===== src/rtl/pms_pkg.sv =====
package pms_pkg;

  typedef enum logic [2:0] {
    PM_RUN    = 3'd0,
    PM_WAIT   = 3'd1,
    PM_LPRUN  = 3'd2,
    PM_LPWAIT = 3'd3,
    PM_AHALT  = 3'd4,
    PM_HALT   = 3'd5,
    PM_STAB   = 3'd6
  } pm_state_e;

  typedef struct packed {
    logic cpu;
    logic lowrate;
    logic periph;
    logic rtc;
    logic nvm;
    logic vref;
    logic ram_fetch;
    logic retain;
  } clk_prof_t;

  // enable set that belongs to each state
  function automatic clk_prof_t profile_of(pm_state_e s, logic vref_cut);
    clk_prof_t p;
    p = '{cpu:1'b1, lowrate:1'b0, periph:1'b1, rtc:1'b1,
          nvm:1'b1, vref:1'b1, ram_fetch:1'b0, retain:1'b0};
    case (s)
      PM_WAIT:   p.cpu = 1'b0;
      PM_LPRUN: begin
        p.lowrate = 1'b1; p.nvm = 1'b0; p.ram_fetch = 1'b1;
      end
      PM_LPWAIT: begin
        p.cpu = 1'b0; p.lowrate = 1'b1; p.nvm = 1'b0; p.ram_fetch = 1'b1;
      end
      PM_AHALT, PM_STAB: begin
        p.cpu = 1'b0; p.periph = 1'b0; p.nvm = 1'b0; p.retain = 1'b1;
      end
      PM_HALT: begin
        p.cpu = 1'b0; p.periph = 1'b0; p.rtc = 1'b0; p.nvm = 1'b0;
        p.vref = ~vref_cut; p.retain = 1'b1;
      end
      default: ;
    endcase
    return p;
  endfunction

  // which software requests a state honours
  function automatic logic req_allowed(pm_state_e cur, logic [2:0] tgt);
    logic ok;
    ok = 1'b0;
    case (cur)
      PM_RUN:   ok = (tgt == PM_WAIT) || (tgt == PM_LPRUN) ||
                     (tgt == PM_AHALT) || (tgt == PM_HALT);
      PM_LPRUN: ok = (tgt == PM_RUN) || (tgt == PM_LPWAIT);
      default:  ok = 1'b0;
    endcase
    return ok;
  endfunction

endpackage


===== src/rtl/pms_wake_qual.sv =====
module pms_wake_qual
  import pms_pkg::*;
#(
  parameter int NPERIPH = 4
) (
  input  pm_state_e          state,
  input  logic               irq_int,
  input  logic               irq_ext,
  input  logic               evt_trig,
  input  logic               evt_tmr,
  input  logic               evt_io,
  input  logic               rtc_irq,
  input  logic [NPERIPH-1:0] pwake,
  input  logic [NPERIPH-1:0] pwake_mask,
  output logic               wake_hit,
  output pm_state_e          wake_dest
);

  logic pwake_any;
  assign pwake_any = |(pwake & pwake_mask);

  always_comb begin
    wake_hit  = 1'b0;
    wake_dest = PM_RUN;
    case (state)
      PM_WAIT: begin
        wake_hit  = irq_int | irq_ext | evt_trig;
        wake_dest = PM_RUN;
      end
      PM_LPWAIT: begin
        wake_hit  = evt_tmr | evt_io;
        wake_dest = PM_LPRUN;
      end
      PM_AHALT: begin
        wake_hit  = irq_ext | rtc_irq;
        wake_dest = PM_STAB;
      end
      PM_HALT: begin
        wake_hit  = irq_ext | pwake_any;
        wake_dest = PM_STAB;
      end
      default: ;
    endcase
  end

endmodule


===== src/rtl/pms_stab_timer.sv =====
module pms_stab_timer #(
  parameter int CNT_W = 8
) (
  input  logic             clk,
  input  logic             rst_n,
  input  logic             load,
  input  logic             run,
  input  logic [CNT_W-1:0] load_val,
  output logic             done
);

  logic [CNT_W-1:0] cnt_q;

  always_ff @(posedge clk or negedge rst_n) begin
    if (!rst_n)                     cnt_q <= '0;
    else if (load)                  cnt_q <= load_val;
    else if (run && cnt_q != '0)    cnt_q <= cnt_q - 1'b1;
  end

  assign done = (cnt_q == '0);

endmodule


===== src/rtl/pms_clk_reg.sv =====
module pms_clk_reg
  import pms_pkg::*;
(
  input  logic      clk,
  input  logic      rst_n,
  input  pm_state_e state_d,
  input  logic      vref_cut,
  output clk_prof_t prof_q
);

  always_ff @(posedge clk or negedge rst_n) begin
    if (!rst_n) prof_q <= profile_of(PM_RUN, 1'b0);
    else        prof_q <= profile_of(state_d, vref_cut);
  end

endmodule


===== src/rtl/pms_seq.sv =====
module pms_seq
  import pms_pkg::*;
#(
  parameter int NPERIPH = 4,
  parameter int CNT_W   = 8
) (
  input  logic               clk,
  input  logic               rst_n,
  input  logic               req_valid_i,
  input  logic [2:0]         req_mode_i,
  input  logic               irq_int_i,
  input  logic               irq_ext_i,
  input  logic               evt_trig_i,
  input  logic               evt_tmr_i,
  input  logic               evt_io_i,
  input  logic               rtc_irq_i,
  input  logic [NPERIPH-1:0] pwake_i,
  input  logic [NPERIPH-1:0] pwake_mask_i,
  input  logic               vref_cut_i,
  input  logic [CNT_W-1:0]   stab_cycles_i,
  output logic               cpu_clk_en_o,
  output logic               cpu_lowrate_o,
  output logic               periph_clk_en_o,
  output logic               rtc_clk_en_o,
  output logic               nvm_en_o,
  output logic               vref_en_o,
  output logic               ram_fetch_o,
  output logic               retain_o,
  output logic [2:0]         mode_o
);

  pm_state_e state_q, state_d, wake_dest;
  logic      wake_hit, req_ok, stab_load, stab_run, stab_done;
  clk_prof_t prof_q;

  assign req_ok = req_valid_i && req_allowed(state_q, req_mode_i);

  pms_wake_qual #(.NPERIPH(NPERIPH)) u_wake (
    .state(state_q), .irq_int(irq_int_i), .irq_ext(irq_ext_i),
    .evt_trig(evt_trig_i), .evt_tmr(evt_tmr_i), .evt_io(evt_io_i),
    .rtc_irq(rtc_irq_i), .pwake(pwake_i), .pwake_mask(pwake_mask_i),
    .wake_hit(wake_hit), .wake_dest(wake_dest)
  );

  always_comb begin
    state_d = state_q;
    if (state_q == PM_STAB) begin
      if (stab_done) state_d = PM_RUN;
    end else if (req_ok) begin
      state_d = pm_state_e'(req_mode_i);
    end else if (wake_hit) begin
      state_d = wake_dest;
    end
  end

  always_ff @(posedge clk or negedge rst_n) begin
    if (!rst_n) state_q <= PM_RUN;
    else        state_q <= state_d;
  end

  assign stab_load = (state_q != PM_STAB) && (state_d == PM_STAB);
  assign stab_run  = (state_q == PM_STAB);

  pms_stab_timer #(.CNT_W(CNT_W)) u_timer (
    .clk(clk), .rst_n(rst_n), .load(stab_load), .run(stab_run),
    .load_val(stab_cycles_i), .done(stab_done)
  );

  pms_clk_reg u_clkreg (
    .clk(clk), .rst_n(rst_n), .state_d(state_d),
    .vref_cut(vref_cut_i), .prof_q(prof_q)
  );

  assign cpu_clk_en_o    = prof_q.cpu;
  assign cpu_lowrate_o   = prof_q.lowrate;
  assign periph_clk_en_o = prof_q.periph;
  assign rtc_clk_en_o    = prof_q.rtc;
  assign nvm_en_o        = prof_q.nvm;
  assign vref_en_o       = prof_q.vref;
  assign ram_fetch_o     = prof_q.ram_fetch;
  assign retain_o        = prof_q.retain;
  assign mode_o          = state_q;

endmodule


===== config.mk =====
export PLATFORM = sky130hd
export DESIGN_NAME = pms_seq
export DESIGN_NICKNAME = d
export VERILOG_FILES = /design/src/rtl/pms_pkg.sv /design/src/rtl/pms_wake_qual.sv /design/src/rtl/pms_stab_timer.sv /design/src/rtl/pms_clk_reg.sv /design/src/rtl/pms_seq.sv
export SDC_FILE = /design/constraint.sdc
export NUM_CORES = 1
export LEC_CHECK = 0
export BUFFER_PORTS_ARGS = -buffer_cell sky130_fd_sc_hd__buf_2
export CAP_MARGIN = 20
export CELL_PAD_IN_SITES_DETAIL_PLACEMENT = 0
export CELL_PAD_IN_SITES_GLOBAL_PLACEMENT = 1
export CORE_MARGIN = 2
export CORE_UTILIZATION = 35
export DETAILED_ROUTE_END_ITERATION = 7
export HOLD_SLACK_MARGIN = 0.12
export PLACE_DENSITY = 0.86
export SYNTH_ARGS = -nofsm -noshare
export SYNTH_HDL_FRONTEND = slang
export SYNTH_SLANG_ARGS = --single-unit

===== constraint.sdc =====
create_clock -name clk -period 2.7 [get_ports clk]
set_input_delay 0.135 -clock clk [delete_from_list [all_inputs] [get_ports clk]]
set_output_delay 0.135 -clock clk [all_outputs]
set_load 0.05 [all_outputs]

== Word-level counts from Yosys, hierarchy flattened ==
Index checks and enable logic that the tools add are counted.
Operators by class
  reductions and logical operators: 18
  add/subtract/negate cells: 1
  bitwise operators: 7
  equal/unequal tests: 18
  muxes and demuxes: 16
Operators with widths (count)
  $eq A3 B3 Y1 const B: 8
  $eq A3 B2 Y1 const B: 6
  $mux W8: 2
  $mux W3: 4
  $reduce_or A5 Y1: 2
  $eq A3 B1 Y1 const B: 3
  $logic_not A8 Y1: 1
  $reduce_bool A8 Y1: 1
  $sub A8 B1 Y8 const B: 1
  $mux W1: 7
  $logic_not A3 Y1: 2
  $pmux W3 S2: 1
  $or A1 B1 Y1: 5
  $and A4 B4 Y4: 1
  $logic_or A1 B1 Y1: 4
  $pmux W1 S4: 1
  $reduce_or A2 Y1: 2
  $reduce_or A4 Y1: 1
  $logic_and A1 B1 Y1: 3
  $ne A3 B3 Y1 const B: 1
  $reduce_or A3 Y1: 1
  $pmux W1 S2: 1
  $reduce_bool A2 Y1: 1
  $not A1 Y1: 1
Word-level totals
  output and inout port bits: 11
  register bits after elaboration: 18

== Longest topological paths before layout ==
Gate-level depths: netlist of run 1.
  depth in word-level cells: 11
  depth in mapped cells: 8
  gate-level depth less buffers: 7

== Hierarchy ==
From an unflattened synthesis of run 1, not the netlist that was laid out.
Second synthesis, totals
  cell total of the unflattened synthesis: 126
  area, all modules: 1176.1 um2
Modules (own cells, without submodules)
  pms_stab_timer: seq. area each 200.2 um2, cells an instance 58, area an instance 528.0 um2, instances 1
  pms_seq: seq. area each 75.1 um2, cells an instance 35, area an instance 310.3 um2, instances 1
  pms_clk_reg: seq. area each 181.4 um2, cells an instance 17, area an instance 244.0 um2, instances 1
  pms_wake_qual: seq. area each 0.0 um2, cells an instance 16, area an instance 93.8 um2, instances 1

== Worst setup path before layout of run 1 ==
Ideal clock, no wire load.
  path type: register -> register
  start: register state_q[1] (netlist: mode_o[1])
  end: register, netlist name u_clkreg.prof_q[2]
  slack: 0.185 ns
  buffers on the path: 1
  library setup time: 0.095 ns
  arrival time: 2.420 ns
  cell stages (with the launch flop): 7
  data required time: 2.605 ns
  path through: dfrtp_1 -> buf_6 -> or4b_1 -> o31a_2 -> a2111oi_2 -> o21bai_2 -> or4b_1
On the way
  cells in the longest elaborated chain, start to end: 8
  elaborated cells on any way between the ends: 18
  those cells by class: eq/ne: 7; mux: 8; reduce/logical: 3
RTL lines
  start: declaration: line pms_seq.sv:32  | pm_state_e state_q, state_d, wake_dest;
  start signal: assignment: line pms_seq.sv:58  | else state_q <= state_d;
  $eq A3 B3 Y1: line pms_wake_qual.sv:25  | case (state)
  $reduce_or A2 Y1 (no line)
  $pmux W3 S2: line pms_wake_qual.sv:25
  $mux W3: line pms_seq.sv:51  | end else if (wake_hit) begin
  $mux W3: line pms_seq.sv:49  | end else if (req_ok) begin
  $mux W3 *: line pms_seq.sv:47  | if (state_q == PM_STAB) begin
  $eq A3 B3 Y1 *: line pms_pkg.sv:29  | case (s)
  $mux W1 *: line pms_pkg.sv:29
Every way passes the cells marked *; elsewhere a longest branch is shown, timed or not.
A chain may end at the register's enable or synchronous reset.

== Final worst setup path of run 1 ==
  start: register state_q[1] (netlist: mode_o[1])
  end: register, netlist name u_clkreg.prof_q[2]
On the way
  cells in the longest elaborated chain, start to end: 8
  elaborated cells on any way between the ends: 18
  those cells by class: eq/ne: 7; mux: 8; reduce/logical: 3
RTL lines (line)
  $eq A3 B3 Y1: pms_wake_qual.sv:25
  $reduce_or A2 Y1 (no line)
  $pmux W3 S2: pms_wake_qual.sv:25
  $mux W3: pms_seq.sv:51
  $mux W3: pms_seq.sv:49
  $mux W3 *: pms_seq.sv:47
  $eq A3 B3 Y1 *: pms_pkg.sv:29
  $mux W1 *: pms_pkg.sv:29
Marked as above.

==> results by group, run 1 <==
Run status
  • Status: finished with violations
  • Failing checks: DRC

Route
  • Via count: 954
  • DRC: 4
  • Detail Route Antenna Nets: 0
  • Total Wirelength: 2.33 mm
  • Vias/cell: ~5.0
  • Drt wl/cell: 12.3 um
  • Drt pass-1 iters: 8
  • Iteration-0 DRC Markers: 40

Worst hold path
  • Hold Path Class: input pin to register

Logic synthesis
  • Largest family of logic cells by synthesized area: compound AO/OA/AOI/OAI gates
  • Post-Synth Simple-Gate Area: 20.2%
  • FF+latch count, synth: 18
  • Mux cell area share after synthesis: 1.89%
  • Number of flops mapped to enable cells by yosys: 0
  • Cells after Synth: 109
  • Syn avg cell area: 9.70 um^2
  • Compound-Gate Fraction of Synth Area: a little over a fifth
  • Xor and xnor area share after synthesis: 4.14%
  • Cell variety after synth: 42
  • Largest area contributor in the netlist: dfrtp_1
  • Sequential share of the synthesized area: approximately 43%
  • Post-synth top area share: 30.8%
  • Ys flop type: dfrtp_1
  • Ranking of synthesized cells by instance count: dfrtp_1 (13), nor2_1 (13), inv_1 (8)
  • Ys async rst share: 100%
  • Post-Syn Nets: 141
  • Synth Area in Adders: ~3.6%
  • Synth Warn #: 0
  • Largest cells by area after synthesis: dfrtp_1 (31%), dfstp_2 (12%), nor2_1 (4.6%)
  • Synthesized cell area: about 0.0011 mm^2

Critical path
  • Arrival @ worst endpoint: approximately 2.6 ns
  • Register-to-register setup slack: 0.37 ns
  • Maximum fanout along the worst path: 10
  • Worst Setup Path Type: register to register
  • FF-to-FF path depth: 5
  • CP Launch Point: mode_o[1]
  • Critical Path RT: 2.92 ns
  • Critical Path Source Type: register
  • Worst r2r dst: u_clkreg.prof_q[2]
  • Crit path to: u_clkreg.prof_q[2]
  • Worst reg2reg startpoint: mode_o[1]
  • CP Capture Type: register

Clock tree
  • CTS H-tree lvls: 1
  • Clock transition at path regs: 0.11 ns
  • Resize count post-CTS: 0
  • Postcts setup bufs: 0
  • Clock buffer depth: 2
  • Skew-Pair Late Insertion Delay: 0.30 ns
  • CTS tree: yes
  • CTS buffer count: 3
  • Clk sinks: 18
  • CTS root buf: clkbuf_4
  • Cts hold-fix bufs: 8

GRT
  • Largest net degree at the start of global routing: 19
  • First-pass GRT wire length: 3.79 mm
  • Overall routing resource usage: 14.0%
  • Global route total overflow: 0
  • Vias in the first global route: 909
  • Antenna violations before repair: 0

Floorplanning
  • Die area: 0.00348 mm^2
  • Die height: 59.0 um
  • Die Wd: ~60 um
  • Initial Utilization: 37.7%
  • Core Region: 0.00281 mm^2
  • Row cnt: 19
  • # IOs: 40

Finish
  • Diode count: 0
  • Post-route cell area: 0.00140 mm^2
  • P&R area growth vs syn: 32.5%
  • Share of cells above drive strength 1: 37.3%
  • Non-Filler Instances: 189
  • Nets: ~190

Timing
  • Worst-Margin Slew: around 0.57 ns
  • Minimum period implied by the final worst setup slack: 2.33 ns
  • TNS Setup: 0 ns
  • Slew Limit Fails: 0
  • Relative slew slack: 60.6%
  • Unrepaired setup endpoints after global routing: false
  • Final hold violations: 0
  • Fmax: 429 MHz
  • Clock skew: 0.00208 ns
  • Final setup fails: 0
  • Final period util: between 80% and 90%
  • Setup ws final: 0.370 ns

Place
  • Dpl cells: 176
  • Port buffer count: 39
  • Pre-CTS WS: 0.376 ns
  • Area after DPL: between 0.001 and 0.0015 mm^2
  • DP HPWL: 1.74 mm
  • Final GP Congestion: about 0.77

Run
  • Max-cap violations: 0

Power
  • Leak: between 0.6 and 0.7 nW
  • Pwr Density: between 1000 and 1500 mW/mm^2
  • Maximum vdd ir drop: 0.445 mV
-- metal layers --
layer	wire (um)	vias up	track usage, %
li1	-	498	-
met2	1130	32	24.8
met5	0	-	0
met4	16	0	3.25
met1	1030	421	16.4
met3	148	3	4.40
-- metrics by stage --
stage	util, %	power, W	hold slack, ns
finish	50.0	0.00149	0.224
global route	50.0	0.00160	0.222
CTS	49.6	0.00151	0.123
detailed placement	45.5	0.00132	0.0896
global placement	45.5	0.00130	0.0810
floorplan	-	0.00115	-0.161
-- area by class of cell --
class | count | area, um^2
clock buffer | 4 | 36.3
fill | 275 | 1400
inverter | 8 | 30.0
multi-input combinational | 78 | 539
sequential | 18 | 457
tap | 31 | 38.8
timing repair buffer | 50 | 300
-- how the worst min path moves through the flow --
stage                      from                 end  slack, ns  cells after the start
2_1_floorplan             rst_n           mode_o[0]      -0.16                      0
3_3_place_gp              rst_n  u_clkreg.prof_q[1]       0.08                      1
3_5_place_dp              rst_n  u_clkreg.prof_q[1]       0.09                      1
4_1_cts        stab_cycles_i[1]    u_timer.cnt_q[1]       0.12                      3
5_1_grt        stab_cycles_i[7]    u_timer.cnt_q[7]       0.22                      4
6_report       stab_cycles_i[7]    u_timer.cnt_q[7]       0.22                      4
-- registers in the layout, indices dropped and copies added, names as in the netlist --
name	flops
mode_o	3
u_clkreg.prof_q	7
u_timer.cnt_q	8
-- cell families (layout without fill, tap and decap cells) --
kind of cell               Yosys count  count (layout)
xor gates and xnor gates             5               5
adders and majority gates            3               3
and+or+nand+nor                     39              39
AOI/OAI and AO/OA                   29              29
DFF                                 18              18
buffers and inverters               13              62
muxes                                2               2
-- layout by cell type (no fill, tap or decap), drive strengths merged, types with 3 or more instances in the layout --
| cell | instances |
|---|---|
| dfrtp | 13 |
| nand3 | 3 |
| a21oi | 4 |
| o31a | 3 |
| nor2 | 13 |
| o22ai | 3 |
| clkbuf | 4 |
| inv | 8 |
| dlygate4sd3 | 9 |
| a31oi | 4 |
| o31ai | 3 |
| nand2 | 4 |
| xor2 | 4 |
| ha | 3 |
| buf | 41 |
| dfstp | 5 |
-- critical path, stage by stage (launching register included) --
cell	delay (ns)
dfrtp_1	0.49
or4b_1	0.55
o31a_2	0.15
a2111oi_2	0.44
o21bai_2	0.15
or4b_1	0.49
-- report_power, final --
part / leakage [nW] / switching (W) / internal [W]
Clock: 0.0210 / 0.0000893 / 0.0000823
Combinational: 0.408 / 0.000509 / 0.000296
Sequential: 0.204 / 0.000116 / 0.000401
Total: 0.633 / 0.000714 / 0.000780
Note: power is estimated with default switching activity, not from simulation.
==> run 2, diff against run 1 <==
Settings changed: BUFFER_PORTS_ARGS -buffer_cell sky130_fd_sc_hd__buf_2 to -buffer_cell sky130_fd_sc_hd__buf_4, CORE_UTILIZATION 35 to 37, CTS_BUF_LIST set to sky130_fd_sc_hd__clkbuf_2, PLACE_DENSITY 0.86 to 0.9.
Clock period 2.7 ns to 2.4 ns, I/O delays scaled along.
==> results by group, run 2 (synthesized netlist as in run 1, its figures left out) <==
Floorplanning
  • Die area: around 0.0033 mm^2
  • Initial Utilization: 38.7%
  • Die height: 57.5 um
  • Core Region: roughly 0.0027 mm^2
  • Row cnt: 19
  • # IOs: 40
  • Die Wd: 57.5 um

Timing
  • Worst-Margin Slew: 0.540 ns
  • Final setup fails: 0
  • Slew Limit Fails: 0
  • Final hold violations: 0
  • Unrepaired setup endpoints after global routing: false
  • Hold WS: around 0.18 ns
  • Final period util: a little over nine tenths
  • Fmax: 442 MHz
  • Relative slew slack: 63.0%
  • Minimum period implied by the final worst setup slack: 2.26 ns
  • TNS Setup: 0 ns
  • Clock skew: roughly 0.02 ns

Critical path
  • Worst Path Buf+Inv: 0
  • Crit-path cells: or4b_1, o31a_2, a2111oi_4, o21bai_2, or4b_1
  • Slowest cell delay on critical path: ~0.53 ns
  • Most frequent CP cell: or4b_1
  • CP Capture Type: register
  • Critical Path Source Type: register
  • Slowest CP cell: or4b_1
  • Critical Path RT: roughly 2.7 ns
  • Arrival @ worst endpoint: 2.51 ns
  • Delay-heaviest family, CP: simple AND/OR/NAND/NOR gates
  • Worst Setup Path Type: register to register
  • Maximum fanout along the worst path: 10

Power
  • Maximum vdd ir drop: 0.965 mV
  • Clock power frac: 7.6%
  • Internal power: 0.000880 W
  • Register share of total power: 35.2%
  • Leak: 0.660 nW
  • Switching power total: 0.000802 W
  • Net Sw Frac: 47.7%
  • Pwr Density: 1120 mW/mm^2
  • Combinational share of power: 57.2%

Clock tree
  • Resize count post-CTS: 0
  • CTS root buf: clkbuf_2
  • Postcts setup bufs: 0
  • Clk sinks: 18
  • CTS H-tree lvls: 1
  • CTS tree: yes
  • CTS buffer count: 3
  • Clock buffer depth: 2
  • Clock transition at path regs: between 0.15 and 0.2 ns
  • Skew-Pair Late Insertion Delay: about 0.3 ns
  • Cts hold-fix bufs: 9

Place
  • Area after DPL: ~0.0014 mm^2
  • Final GP Congestion: 0.780
  • Port buffer count: 39
  • DP HPWL: 1.81 mm

Route
  • Iteration-0 DRC Markers: 26
  • Drt pass-1 iters: 4
  • Vias/cell: around 5.3
  • Detail Route Antenna Nets: 0
  • Via count: 1001
  • Drt wl/cell: 12.3 um
  • DRC: 0
  • Total Wirelength: 2.33 mm

Finish
  • Share of cells above drive strength 1: 37.3%
  • P&R area growth vs syn: 41.4%
  • Fill count: 246
  • Top reg by flops: u_timer.cnt_q
  • Diode count: 0
  • Commonest non-fill, non-tap cells in the layout: buf_4 (41), nor2_1 (13), dfrtp_1 (12)
  • Commonest non-fill, non-tap cell in the layout: buf_4
  • Max reg flops: 8
  • Nets: 191
  • Post-route cell area: 0.00150 mm^2

GRT
  • Largest net degree at the start of global routing: 19
  • Vias in the first global route: 998
  • Overall routing resource usage: 15.9%
  • Global route total overflow: 0
  • First-pass GRT wire length: 4.22 mm
  • Antenna violations before repair: 0

Worst hold path
  • Hold Path Class: input pin to asynchronous set/reset pin

Run
  • Max-cap violations: 0

Run status
  • Status: finished, final reports clean
[run 2: cell types whose count changed in the layout (fill, tap and decap cells not counted)]
cell and change:
a2111oi_2 -1, a2111oi_4 +1, buf_2 -39, buf_4 +39, clkbuf_2 +3, clkbuf_4 -3
clkbuf_8 -1, clkinv_1 +1, dfrtp_1 -1, dfrtp_2 +1
[run 2: per-layer routing]
metal	global-route usage [%]	share of wire, %	up-vias	routed length [um]
met5	0	0	-	0
met4	3.99	0.69	0	16
met3	2.27	5.5	2	128
met2	29.1	52	27	1220
met1	19.4	41	472	966
li1	-	-	500	-
[run 2: per-stage QoR]
step	power, W	utilization (%)	cells	setup slack [ns]
floorplan	0.00131	-	109	0.0278
global route	0.00182	54.7	189	0.0525
global placement	0.00153	50.7	176	0.194
CTS	0.00170	54.7	189	0.131
finish	0.00168	54.7	189	0.139
detailed placement	0.00156	50.7	176	0.133
[run 2: power by group through the flow]
stage | clock, W | combinational [W] | sequential (W)
after floorplan | 0 | 0.000545 | 0.000761
after global placement | 0 | 0.000937 | 0.000594
after detailed placement | 0 | 0.000957 | 0.000600
after CTS | 0.000132 | 0.000973 | 0.000593
after global routing | 0.000149 | 0.00106 | 0.000616
final | 0.000127 | 0.000963 | 0.000592
[run 2: path summary, 6_finish.rpt]
| kind | from | end | slack (ns) | depth (start not counted) |
|---|---|---|---|---|
| worst max-delay path | mode_o[1] | u_clkreg.prof_q[2] | 0.14 | 5 |
| worst min-delay path | rst_n | u_clkreg.prof_q[0] | 0.18 | 2 |
| worst max register to register | mode_o[1] | u_clkreg.prof_q[2] | 0.14 | 5 |
| worst min register to register | u_timer.cnt_q[7] | u_timer.cnt_q[7] | 0.57 | 1 |
| max in group asynchronous | rst_n | u_clkreg.prof_q[7] | 1.94 | 2 |
| min in group clk | stab_cycles_i[7] | u_timer.cnt_q[7] | 0.23 | 4 |
[run 2: layout make-up]
cell class,instances,area [um^2],area share [%]
Multi-Input combinational cell,78,552,36.9
Sequential cell,18,458,30.6
Timing Repair Buffer,50,398,26.6
Tap cell,31,38.8,2.59
Inverter,8,30.0,2.01
Clock buffer,3,15.0,1.00
Clock inverter,1,3.75,0.251
==> run 3, diff against run 2 <==
Settings changed: PLACE_DENSITY 0.9 to unset, PLACE_DENSITY_LB_ADDON set to 0.3.
==> results by group, run 3 (synthesized netlist as in run 1, its figures left out) <==
Run status
  • Status: finished, final reports clean

Timing
  • Clock skew: 0.00953 ns
  • Slew Limit Fails: 0
  • Worst-Margin Slew: ~0.58 ns
  • Unrepaired setup endpoints after global routing: false
  • Relative slew slack: about three fifths
  • Final setup fails: 0
  • Final hold violations: 0
  • Setup ws final: ~0.21 ns
  • Fmax: about 460 MHz
  • Final period util: 91.3%
  • Hold WS: between 0.15 and 0.2 ns
  • TNS Setup: 0 ns
  • Minimum period implied by the final worst setup slack: 2.19 ns

Place
  • Pre-CTS WS: 0.231 ns
  • Port buffer count: 39
  • Dpl cells: 177
  • DP HPWL: about 1.8 mm
  • Final GP Congestion: 0.737

Floorplanning
  • Die area: 0.00330 mm^2
  • # IOs: 40
  • Initial Utilization: about two fifths
  • Core Region: 0.00273 mm^2
  • Die height: 57.5 um
  • Row cnt: 19
  • Die Wd: ~57 um

Route
  • Via count: just over 1000
  • Drt wl/cell: 12.5 um
  • Total Wirelength: 2.38 mm
  • Iteration-0 DRC Markers: 51
  • Detail Route Antenna Nets: 0
  • DRC: 0
  • Drt pass-1 iters: 4
  • Vias/cell: around 5.3

Finish
  • Non-Filler Instances: 190
  • Top reg by flops: u_timer.cnt_q
  • Max reg flops: 8
  • Commonest non-fill, non-tap cell in the layout: buf_4
  • Diode count: 0
  • Share of cells above drive strength 1: a little under two fifths
  • Layout Utilization: 55.0%
  • Nets: 192
  • Commonest non-fill, non-tap cells in the layout: buf_4 (42), nor2_1 (13), dfrtp_1 (12)
  • P&R area growth vs syn: 42.1%

Clock tree
  • CTS buffer count: 3
  • Postcts setup bufs: 0
  • CTS H-tree lvls: 1
  • CTS tree: yes
  • Resize count post-CTS: 0
  • Clock buffer depth: 2
  • Clk sinks: 18
  • Skew-Pair Late Insertion Delay: around 0.3 ns
  • Clock transition at path regs: 0.18 ns
  • Cts hold-fix bufs: 9
  • CTS root buf: clkbuf_2

GRT
  • Antenna violations before repair: 0
  • Largest net degree at the start of global routing: 19
  • First-pass GRT wire length: 4.20 mm
  • Global route total overflow: 0
  • Overall routing resource usage: 15.9%
  • Vias in the first global route: 997

Critical path
  • Most frequent CP cell: mux2i_1
  • Critical Path RT: 2.65 ns
  • CP Capture Type: register
  • Crit-path cells: or4b_1, o31a_2, a211oi_2, mux2i_1, mux2i_1
  • FF-to-FF path depth: 5
  • Arrival @ worst endpoint: around 2.4 ns
  • Slowest CP cell: mux2i_1
  • Maximum fanout along the worst path: 8
  • Slowest cell delay on critical path: 0.55 ns
  • Critical Path Source Type: register
  • Worst Setup Path Type: register to register

Power
  • Maximum vdd ir drop: 0.837 mV
  • Leak: 0.665 nW
  • Pwr Density: about 1100 mW/mm^2

Run
  • Max-cap violations: 0

Worst hold path
  • Hold Path Class: input pin to asynchronous set/reset pin
## run 3: path summary, 6_finish.rpt
| check | slack, ns | to | startpoint |
|---|---|---|---|
| hold reg to reg | 0.57 | u_timer.cnt_q[7] | u_timer.cnt_q[7] |
| setup / recovery | 0.21 | u_clkreg.prof_q[3] | mode_o[1] |
| hold / removal | 0.19 | mode_o[2] | rst_n |
| max in group asynchronous | 1.95 | u_clkreg.prof_q[3] | rst_n |
| min in group clk | 0.22 | u_timer.cnt_q[7] | stab_cycles_i[7] |
| setup reg to reg | 0.21 | u_clkreg.prof_q[3] | mode_o[1] |
## run 3: metrics by stage
step,total power (W),instance area (um^2)
after global placement,0.00155,1390
after global routing,0.00184,1500
after detailed placement,0.00156,1390
final,0.00169,1500
after CTS,0.00171,1500
after floorplan,0.00131,1070
## run 3: power breakdown
part | leakage, nW | internal [W] | switching (W)
combinational | 0.448 | 0.000398 | 0.000588
sequential | 0.203 | 0.000452 | 0.000123
clock | 0.0140 | 0.0000362 | 0.0000935
## run 3: critical path: cells and delay by family, from the launching register on
kind / cells / cell delay, ns
simple gates: 1 / 0.51
mux: 2 / 0.80
flops: 1 / 0.44
compound gates: 2 / 0.39
## run 3: cell type report
type	instances	area, um^2
Clock buffer	3	15.0
Clock inverter	1	3.75
Fill cell	259	1230
Inverter	8	30.0
Multi-Input combinational cell	78	552
Sequential cell	18	458
Tap cell	31	38.8
Timing Repair Buffer	51	405
## run 3: per-layer routing
metal | vias to the layer above | track usage (%) | share of wire [%]
met4 | 0 | 6.98 | 1.0
met5 | - | 0 | 0
met3 | 4 | 1.81 | 6.0
met1 | 472 | 22.3 | 47
met2 | 35 | 24.8 | 46
li1 | 498 | - | -
